### src/rtl/owe_pkg.sv
package owe_pkg;
  typedef enum logic [1:0] {
    OP_RESET = 2'd0,
    OP_WRITE = 2'd1,
    OP_READ  = 2'd2
  } slot_op_e;

  typedef enum logic [2:0] {
    ST_IDLE,
    ST_RST,
    ST_CMD,
    ST_RDA,
    ST_RDB,
    ST_WR,
    ST_REPORT
  } eng_state_e;
endpackage

### src/rtl/owe_branch_pick.sv
module owe_branch_pick #(
  parameter int DISC_W = 7
) (
  input  logic              bit_a,
  input  logic              bit_b,
  input  logic [DISC_W-1:0] pos,
  input  logic [DISC_W-1:0] last_disc,
  input  logic              prev_bit,
  output logic              dir,
  output logic              took_zero,
  output logic              none_left
);
  logic conflict;

  always_comb begin
    none_left = bit_a & bit_b;
    conflict  = ~bit_a & ~bit_b;
    if (!conflict) begin
      dir = bit_a;
    end else if (pos < last_disc) begin
      dir = prev_bit;
    end else if (pos == last_disc) begin
      dir = 1'b1;
    end else begin
      dir = 1'b0;
    end
    took_zero = conflict & ~dir;
  end
endmodule

### src/rtl/owe_id_store.sv
module owe_id_store #(
  parameter int ID_BITS = 64,
  parameter int POS_W   = 6
) (
  input  logic               clk,
  input  logic               rst_n,
  input  logic               wr_en,
  input  logic [POS_W-1:0]   wr_pos,
  input  logic               wr_bit,
  input  logic [POS_W-1:0]   rd_pos,
  output logic               rd_bit,
  output logic [ID_BITS-1:0] id_q
);
  for (genvar g = 0; g < ID_BITS; g++) begin : g_cell
    logic b_q;
    always_ff @(posedge clk or negedge rst_n) begin
      if (!rst_n) begin
        b_q <= 1'b0;
      end else if (wr_en && (wr_pos == POS_W'(g))) begin
        b_q <= wr_bit;
      end
    end
    assign id_q[g] = b_q;
  end

  assign rd_bit = id_q[rd_pos];
endmodule

### src/rtl/onewire_enum_master.sv
module onewire_enum_master
  import owe_pkg::*;
#(
  parameter int               ID_BITS  = 64,
  parameter int               CMD_BITS = 8,
  parameter logic [CMD_BITS-1:0] CMD_CODE = 8'hF0
) (
  input  logic               clk,
  input  logic               rst_n,
  input  logic               start,
  output logic               busy,
  output logic               slot_req,
  output logic [1:0]         slot_op,
  output logic               slot_wbit,
  input  logic               slot_ack,
  input  logic               slot_rbit,
  output logic               id_valid,
  output logic [ID_BITS-1:0] id_value,
  output logic               enum_done,
  output logic               no_dev_err
);
  localparam int POS_W  = $clog2(ID_BITS);
  localparam int DISC_W = $clog2(ID_BITS + 1);
  localparam int CNT_W  = (CMD_BITS > 1) ? $clog2(CMD_BITS) : 1;

  // reset: asserted asynchronously, released on the clock
  logic [1:0] rsync_q;
  logic       rst_i_n;
  always_ff @(posedge clk or negedge rst_n) begin
    if (!rst_n) rsync_q <= 2'b00;
    else        rsync_q <= {rsync_q[0], 1'b1};
  end
  assign rst_i_n = rsync_q[1];

  eng_state_e        state_q, state_d;
  logic [POS_W-1:0]  idx_q, idx_d;
  logic [CNT_W-1:0]  cnt_q, cnt_d;
  logic              bit_a_q, bit_a_d;
  logic              dir_q, dir_d;
  logic [DISC_W-1:0] last_disc_q, last_disc_d;
  logic [DISC_W-1:0] last_zero_q, last_zero_d;
  logic              done_q, done_d;
  logic              err_q, err_d;
  logic              store_en;
  logic [DISC_W-1:0] pos1;
  logic              pick_dir, pick_zero, pick_none, prev_bit;

  assign pos1 = DISC_W'(idx_q) + DISC_W'(1);

  owe_branch_pick #(.DISC_W(DISC_W)) u_pick (
    .bit_a     (bit_a_q),
    .bit_b     (slot_rbit),
    .pos       (pos1),
    .last_disc (last_disc_q),
    .prev_bit  (prev_bit),
    .dir       (pick_dir),
    .took_zero (pick_zero),
    .none_left (pick_none)
  );

  owe_id_store #(.ID_BITS(ID_BITS), .POS_W(POS_W)) u_store (
    .clk    (clk),
    .rst_n  (rst_i_n),
    .wr_en  (store_en),
    .wr_pos (idx_q),
    .wr_bit (pick_dir),
    .rd_pos (idx_q),
    .rd_bit (prev_bit),
    .id_q   (id_value)
  );

  always_comb begin
    state_d     = state_q;
    idx_d       = idx_q;
    cnt_d       = cnt_q;
    bit_a_d     = bit_a_q;
    dir_d       = dir_q;
    last_disc_d = last_disc_q;
    last_zero_d = last_zero_q;
    done_d      = done_q;
    err_d       = err_q;
    store_en    = 1'b0;
    unique case (state_q)
      ST_IDLE: if (start) begin
        state_d     = ST_RST;
        last_disc_d = '0;
        done_d      = 1'b0;
        err_d       = 1'b0;
      end
      ST_RST: if (slot_ack) begin
        if (slot_rbit) begin
          err_d   = 1'b1;
          state_d = ST_IDLE;
        end else begin
          state_d     = ST_CMD;
          cnt_d       = '0;
          idx_d       = '0;
          last_zero_d = '0;
        end
      end
      ST_CMD: if (slot_ack) begin
        if (cnt_q == CNT_W'(CMD_BITS - 1)) state_d = ST_RDA;
        else                               cnt_d   = cnt_q + CNT_W'(1);
      end
      ST_RDA: if (slot_ack) begin
        bit_a_d = slot_rbit;
        state_d = ST_RDB;
      end
      ST_RDB: if (slot_ack) begin
        if (pick_none) begin
          err_d   = 1'b1;
          state_d = ST_IDLE;
        end else begin
          dir_d    = pick_dir;
          store_en = 1'b1;
          if (pick_zero) last_zero_d = pos1;
          state_d  = ST_WR;
        end
      end
      ST_WR: if (slot_ack) begin
        if (idx_q == POS_W'(ID_BITS - 1)) begin
          state_d = ST_REPORT;
        end else begin
          idx_d   = idx_q + POS_W'(1);
          state_d = ST_RDA;
        end
      end
      ST_REPORT: begin
        last_disc_d = last_zero_q;
        if (last_zero_q == '0) begin
          done_d  = 1'b1;
          state_d = ST_IDLE;
        end else begin
          state_d = ST_RST;
        end
      end
      default: state_d = ST_IDLE;
    endcase
  end

  always_ff @(posedge clk or negedge rst_i_n) begin
    if (!rst_i_n) begin
      state_q     <= ST_IDLE;
      idx_q       <= '0;
      cnt_q       <= '0;
      bit_a_q     <= 1'b0;
      dir_q       <= 1'b0;
      last_disc_q <= '0;
      last_zero_q <= '0;
      done_q      <= 1'b0;
      err_q       <= 1'b0;
    end else begin
      state_q     <= state_d;
      idx_q       <= idx_d;
      cnt_q       <= cnt_d;
      bit_a_q     <= bit_a_d;
      dir_q       <= dir_d;
      last_disc_q <= last_disc_d;
      last_zero_q <= last_zero_d;
      done_q      <= done_d;
      err_q       <= err_d;
    end
  end

  always_comb begin
    slot_req  = 1'b0;
    slot_op   = OP_RESET;
    slot_wbit = 1'b0;
    unique case (state_q)
      ST_RST: begin
        slot_req = 1'b1;
        slot_op  = OP_RESET;
      end
      ST_CMD: begin
        slot_req  = 1'b1;
        slot_op   = OP_WRITE;
        slot_wbit = CMD_CODE[cnt_q];
      end
      ST_RDA, ST_RDB: begin
        slot_req = 1'b1;
        slot_op  = OP_READ;
      end
      ST_WR: begin
        slot_req  = 1'b1;
        slot_op   = OP_WRITE;
        slot_wbit = dir_q;
      end
      default: ;
    endcase
  end

  assign busy       = (state_q != ST_IDLE);
  assign id_valid   = (state_q == ST_REPORT);
  assign enum_done  = done_q;
  assign no_dev_err = err_q;
endmodule

### config.mk
export PLATFORM = sky130hd
export DESIGN_NAME = onewire_enum_master
export DESIGN_NICKNAME = d
export VERILOG_FILES = /design/src/rtl/owe_pkg.sv /design/src/rtl/owe_branch_pick.sv /design/src/rtl/owe_id_store.sv /design/src/rtl/onewire_enum_master.sv
export SDC_FILE = /design/constraint.sdc
export NUM_CORES = 1
export LEC_CHECK = 0
export ABC_AREA = 1
export BUFFER_PORTS_ARGS = -buffer_cell sky130_fd_sc_hd__buf_2
export CAP_MARGIN = 5
export CORE_ASPECT_RATIO = 0.9
export CORE_MARGIN = 1
export CORE_UTILIZATION = 25
export DETAILED_ROUTE_END_ITERATION = 7
export PLACE_DENSITY = 0.43
export SLEW_MARGIN = 25
export SYNTH_ARGS = -nofsm -noshare
export SYNTH_HDL_FRONTEND = slang
export SYNTH_SLANG_ARGS = --single-unit
### constraint.sdc
create_clock -name clk -period 6.9 [get_ports clk]
set_clock_uncertainty 0.1 [all_clocks]
set_input_delay 0.345 -clock clk [delete_from_list [all_inputs] [get_ports clk]]
set_output_delay 0.345 -clock clk [all_outputs]
set_load 0.02 [all_outputs]
-- Word-level counts from Yosys, hierarchy flattened
Memory sizes are Yosys's and may differ from the RTL's.
Index checks and enable logic that the tools add are counted.
- register bits after elaboration: 96
- bits in read-only memories: 8
- word-level logic and storage cells: 309
- memories: 1
- $add $sub $neg: 3
- $lt $le $gt $ge: 3
- eq/ne operators: 86
- muxes and demuxes: 50
- bitwise operators: 7
- reduce and logical (&&, ||, !) cells: 85
- memories (name ; depth ; width ; rd ports ; clocked after memory_dff ; write ports ; line ; RTL):
    (no name shown) ; 8 ; 1 ; 1 ; 0 ; 0 ; onewire_enum_master.sv:177 ; slot_wbit = CMD_CODE[cnt_q];
- operators by type and width (kind ; number):
    $eq 6x6->1 const B ; 32
    $eq 6x5->1 const B ; 16
    $logic_and 1x1->1 ; 64
    $eq 6x4->1 const B ; 8
    $mux 7 ; 6
    $mux 3 ; 13
    $ne 2x2->1 const B ; 14
    $pmux 7 s2 ; 2
    $eq 6x3->1 const B ; 4
    $mux 6 ; 4
    $pmux 3 s7 ; 1
    $mux 1 ; 16
    $eq 3x3->1 const B ; 4
    $eq 6x2->1 const B ; 2
    $pmux 6 s2 ; 1
    $reduce_and 6->1 ; 2
    $reduce_and 5->1 ; 2
    $reduce_bool 2->1 ; 4
    $add 6x1->7 const B ; 1
    $eq 7x7->1 ; 1
    $logic_not 7->1 ; 1
    $lt 6x7->1 const B ; 1
    $lt 7x7->1 ; 1
    $reduce_and 7->1 ; 1
    other kinds (22) ; 33

-- Longest topological paths before layout
- depth in word-level cells: 11
- depth in mapped cells: 20

-- By module
Synthesis repeated with hierarchy kept, for this count alone.
- cell total of the unflattened synthesis: 742
- area total of the unflattened synthesis: 5941.9 µm²
- modules (own cells, without submodules) (module ; instances ; cells an instance ; area each (µm²) ; seq. area each (µm²)):
    owe_id_store ; 1 ; 471 ; 3852.4 ; 1601.5
    onewire_enum_master ; 1 ; 227 ; 1844.3 ; 800.8
    owe_branch_pick ; 1 ; 44 ; 245.2 ; 0.0

-- Least setup slack after synthesis
OpenSTA, ideal clock, no wires.
- path kind: reg-to-reg
- start: reg idx_q[0]
- end: reg u_store.g_cell[32].b_q
- arrival time: 2459 ps
- required time: 6681 ps
- path slack: 4222 ps
- stages on the path, launching flop included: 21
- path through: dfrtp_1 -> buf_6 -> buf_2 -> nand3_1 -> nor2_1 -> nand2_1 -> xor2_1 -> inv_1 -> ha_1 -> nand2_1 -> nor2_1 -> nand2_1 -> o211ai_1 -> nor2_1 -> nand3_1 -> nand2_1 -> nand2_2 -> buf_6 -> buf_6 -> nor2_2 -> a21oi_2
- word-level cells in the longest chain between the ends: 5
- elaborated cells on any way between the ends: 10
- classes of those cells: add/sub (1); order compare (1); eq/ne (2); mux (5); reduce/logical (1)
- ends and longest elaborated chain (what ; line ; RTL):
    start: declaration ; onewire_enum_master.sv:36 ; logic [POS_W-1:0] idx_q, idx_d;
    start signal: assignment ; onewire_enum_master.sv:154 ; idx_q <= idx_d;
    branches (longest 5 deep; another with $add 6x1->7) ; - ;
    end signal: assignment ; owe_id_store.sv:20 ; b_q <= wr_bit;
    end: declaration ; owe_id_store.sv:15 ; logic b_q;
Parallel ways; which one is timed is not known. The select of a mux whose other input is x is not followed.
A chain may end at the register's enable or synchronous reset.

-- Worst setup path in the final report
- start: reg idx_q[0]
- end: reg u_store.g_cell[2].b_q
- word-level cells in the longest chain between the ends: 5
- elaborated cells on any way between the ends: 10
- classes of those cells: add/sub (1); order compare (1); eq/ne (2); mux (5); reduce/logical (1)
- ends and longest elaborated chain (what ; line):
    branches (longest 5 deep; another with $add 6x1->7) ; -
    end signal: assignment ; owe_id_store.sv:20
    end: declaration ; owe_id_store.sv:15
Parallel ways; which one is timed is not known. The select of a mux whose other input is x is not followed.

==> results.md <==
- Mapped Area: roughly 5900 um^2
- Top fanout value on the critical path: 38
- Number of flops mapped to enable cells by yosys: 0
- Horizontal die dimension: between 150 and 200 um
- Launching point of the worst reg2reg path: idx_q[0]
- Final Setup Violations: 0
- Total of warnings raised by yosys: 0
- Depth of the worst register-to-register path: 18
- Clock sink count: between 90 and 100
- Overall overflow remaining after global route: 0
- Share of the yosys chip area belonging to registers: 0.4068
- RSZ-0062 raised after global routing: no
- Worst slew margin: 0.4345
- Final non-filler cell area: 6386 um^2
- Number of H-tree levels: 3
- Power per standard cell area: 274.4 nW/um^2
- WS Path Type: reg2reg
- Clock period minus final worst setup slack: around 4000 ps
- Final layout net count: 830
- Reg-to-reg critical path endpoint: u_store.g_cell[2].b_q
- Delay contributed by the slowest stage of the critical path: around 580 ps
- Total wire length after detailed routing: approximately 18000 um
- Max-slew violation count: 0
- Transition time at the pin with the least slew margin: 845.2 ps
- Cts repair resizes: 0
- Height of the chip: between 100 and 150 um
- Maximum clock path buffer count: 2
- Result of the run: complete, no violations
- Gpl congestion: 0.7942
- Initial Util: 0.2586
- Most common cell in the netlist: nand2_1
- Switching power: approximately 0.00067 W
- Vias in the first global route: approximately 4800
- Instance area after placement: just over 6000 um^2
- First-pass GRT wire length: about 28000 um
- Number of antenna violations at the first check in global routing: 0
- Distinct cells, synth: 34
- Number of standard-cell rows in the floorplan: 52
- Area of the core region: 22840 um^2
- Number of antenna cells inserted: 0
- Synth cell count leaders: nand2_1, inv_1, dfrtp_1
- Clock slew at the register clock pins of the worst setup and hold paths: around 70 ps
- Seq cells post-synth: 96
- Max rail drop VDD: 118.3 uV
- Path category of the worst min-delay check: in2async
- Area share of the largest cell type after synthesis: 0.4068
- Switching share of power: 0.3847
- Top achievable clock speed: between 200 and 250 MHz
- Worst EP required: between 7000 and 8000 ps
- Buffers inserted by post-CTS timing repair: 0
- Biggest area consumer among synthesized cells: dfrtp_1
- Clock power frac: 0.315
- Combinational fraction of design power: 0.314
- Arrival time reported for the critical path endpoint: 4190 ps
- Total global-route track usage: 0.1540
- Fraction of layout cells with a size suffix above 1: 0.1493
- Number of nets still failing antenna checks after routing: 0
- Growth of design area from synthesis to finish: 8.136%
- Sequential fraction of design power: 0.372
- Top cells by area in the synthesized netlist: dfrtp_1, nand2_1, buf_4, inv_1, nor2_1
- Post-route fraction of the period consumed by the critical path: 0.5846
- Quantity of I/O buffers inserted on ports: 76
- Insertion delay to the later sink of the worst-skew pair: roughly 360 ps
- Leakage power: around 3.0 nW
- Layout fillers: 2493
- Mapped Cells: 806
- Number of CTS-inserted buffers: 9
- CTS Hold Bufs: 1
- Avg Vias per Cell: around 4.5
- Root buffer selected by CTS: clkbuf_16
- Number of detailed-routing iterations run before antenna repair: 5
- Critical-path cell list: buf_4 -> ha_1 -> inv_1 -> nor2_1 -> inv_1 -> nor2_1 -> ha_1 -> nand2_1 -> nor2_1 -> nand2_1 -> o211ai_1 -> nor2_1 -> nand3_1 -> nand2_1 -> nand2_2 -> inv_2 -> nand2_1 -> o21a_1
- Syn avg cell area: 7.327 um^2
- Boundary pin count: 77
- Net Count, Synth: slightly above 800
- Worst R2R Setup Slack: between 2000 and 3000 ps
- Violation count after the first detailed-routing iteration: roughly 350
- Top flip-flop cell by instance count after synthesis: dfrtp_1
- Drc violations: 0
- Hold Vio Cnt, Final: 0
- CP startpoint kind: flip-flop
- Final routed wire length divided by cell count: around 16 um
- Cell-internal power: about 0.0011 W
- TritonCTS clock tree: built
- Standard cell with the maximum stage delay on the critical path: inv_2
- Max_cap viols: 0
- Half-perimeter wire length after detailed placement: ~13000 um
- Post-layout utilization of the core: 0.2796
- Die outline area: 24240 um^2
- Synth async-reset ratio: 1.000
- Routed vias: 4961
- Sort of element at the end of the critical path: flip-flop
- Final setup TNS: 0 ps
- Maximum number of pins on one net before global-route repair: just under 50
==> power by group through the flow <==
stage | registers [W] | logic, W | clock network, W
after CTS | 0.000652 | 0.000559 | 0.000572
after floorplan | 0.000663 | 0.000457 | 0
after detailed placement | 0.000663 | 0.000555 | 0
after global placement | 0.000663 | 0.000560 | 0
after global routing | 0.000661 | 0.000626 | 0.000591
final | 0.000651 | 0.000550 | 0.000551
==> kinds of logic (layout without fill, tap and decap cells) <==
group | after synthesis | in the layout | synth area share
compound gates | 126 | 126 | 0.1176
xor+xnor | 2 | 2 | 0.002967
fa+ha+maj | 13 | 13 | 0.02754
buf+inv | 199 | 210 | 0.1833
flops | 96 | 96 | 0.4068
mux | 2 | 2 | 0.003390
other cells | 1 | 1 | 0.0006350
simple gates | 367 | 367 | 0.2578
==> cells in the final DEF, fill, tap and decap left out, drive strengths merged <==
| cell type | synthesis | routed |
|---|---|---|
| nor3b | 1 | 1 |
| o211ai | 5 | 5 |
| a211oi | 1 | 1 |
| inv | 110 | 111 |
| or2 | 1 | 1 |
| nand2 | 196 | 196 |
| o22ai | 10 | 10 |
| nor3 | 15 | 15 |
| nand3 | 50 | 50 |
| nor2 | 99 | 99 |
| a21oi | 32 | 32 |
| mux2i | 2 | 2 |
| conb | 1 | 1 |
| bufinv | 0 | 1 |
| dfrtp | 96 | 96 |
| a31oi | 10 | 10 |
| o21ai | 66 | 66 |
| ha | 13 | 13 |
| nor4 | 1 | 1 |
| buf | 84 | 83 |
| clkbuf | 5 | 13 |
| xor2 | 2 | 2 |
| nand4 | 4 | 4 |
| o21a | 2 | 2 |
| clkinvlp | 0 | 1 |
| dlygate4sd3 | 0 | 1 |
==> per-layer routing <==
metal  vias up  wire, um  track usage
li1       2507         -            -
met1      2326      9133       0.2318
met2       114      7256       0.2193
met3        14       884      0.03171
met4         0       261      0.04167
met5         -         0            0
==> worst max path at each step <==
stage | start | depth (start not counted) | slack, ps | end
floorplan | rsync_q[1] | 0 | 3930 | bit_a_q
global placement | idx_q[0] | 18 | 2910 | u_store.g_cell[2].b_q
detailed placement | idx_q[0] | 18 | 2820 | u_store.g_cell[2].b_q
CTS | idx_q[0] | 18 | 2790 | u_store.g_cell[2].b_q
global route | idx_q[0] | 18 | 2370 | u_store.g_cell[2].b_q
finish | idx_q[0] | 18 | 2870 | u_store.g_cell[2].b_q
==> state kept, by name, indices dropped and copies added (netlist names) <==
signal              cells
state_q                 3
idx_q                   6
u_store.g_cell.b_q     64
enum_done               1
cnt_q                   3
last_disc_q             7
rsync_q                 2
no_dev_err              1
dir_q                   1
bit_a_q                 1
last_zero_q             7
==> through the flow <==
stage               instances  total power (W)  hold WS [ps]  setup slack (ps)
global placement         1097         0.001223         31.04              2913
floorplan                 806         0.001120        -50.59              3928
CTS                      1114         0.001783         177.1              2790
finish                   1114         0.001752         194.4              2867
detailed placement       1097         0.001219         33.67              2819
global route             1114         0.001878         209.6              2374
==> area by class of cell <==
| type | count | area [um^2] | share of cell area |
|---|---|---|---|
| well taps | 297 | 371.6 | 0.05819 |
| clock buffers | 13 | 280.3 | 0.04389 |
| clock inverters | 3 | 46.29 | 0.007249 |
| flip-flops and latches | 96 | 2406 | 0.3768 |
| multi-input cells | 511 | 2421 | 0.3791 |
| inverters | 110 | 417.9 | 0.06544 |
| repair buffers | 84 | 442.9 | 0.06936 |
==> critical path: cells and delay by family (launching register included) <==
family / cells / cell delay [ps]
and+or+nand+nor: 10 / 1660
DFF: 1 / 340
buffers and inverters: 4 / 1020
adders and majority gates: 2 / 560
AOI/OAI and AO/OA: 2 / 220
No activity file was read; power rests on OpenSTA's default activity.
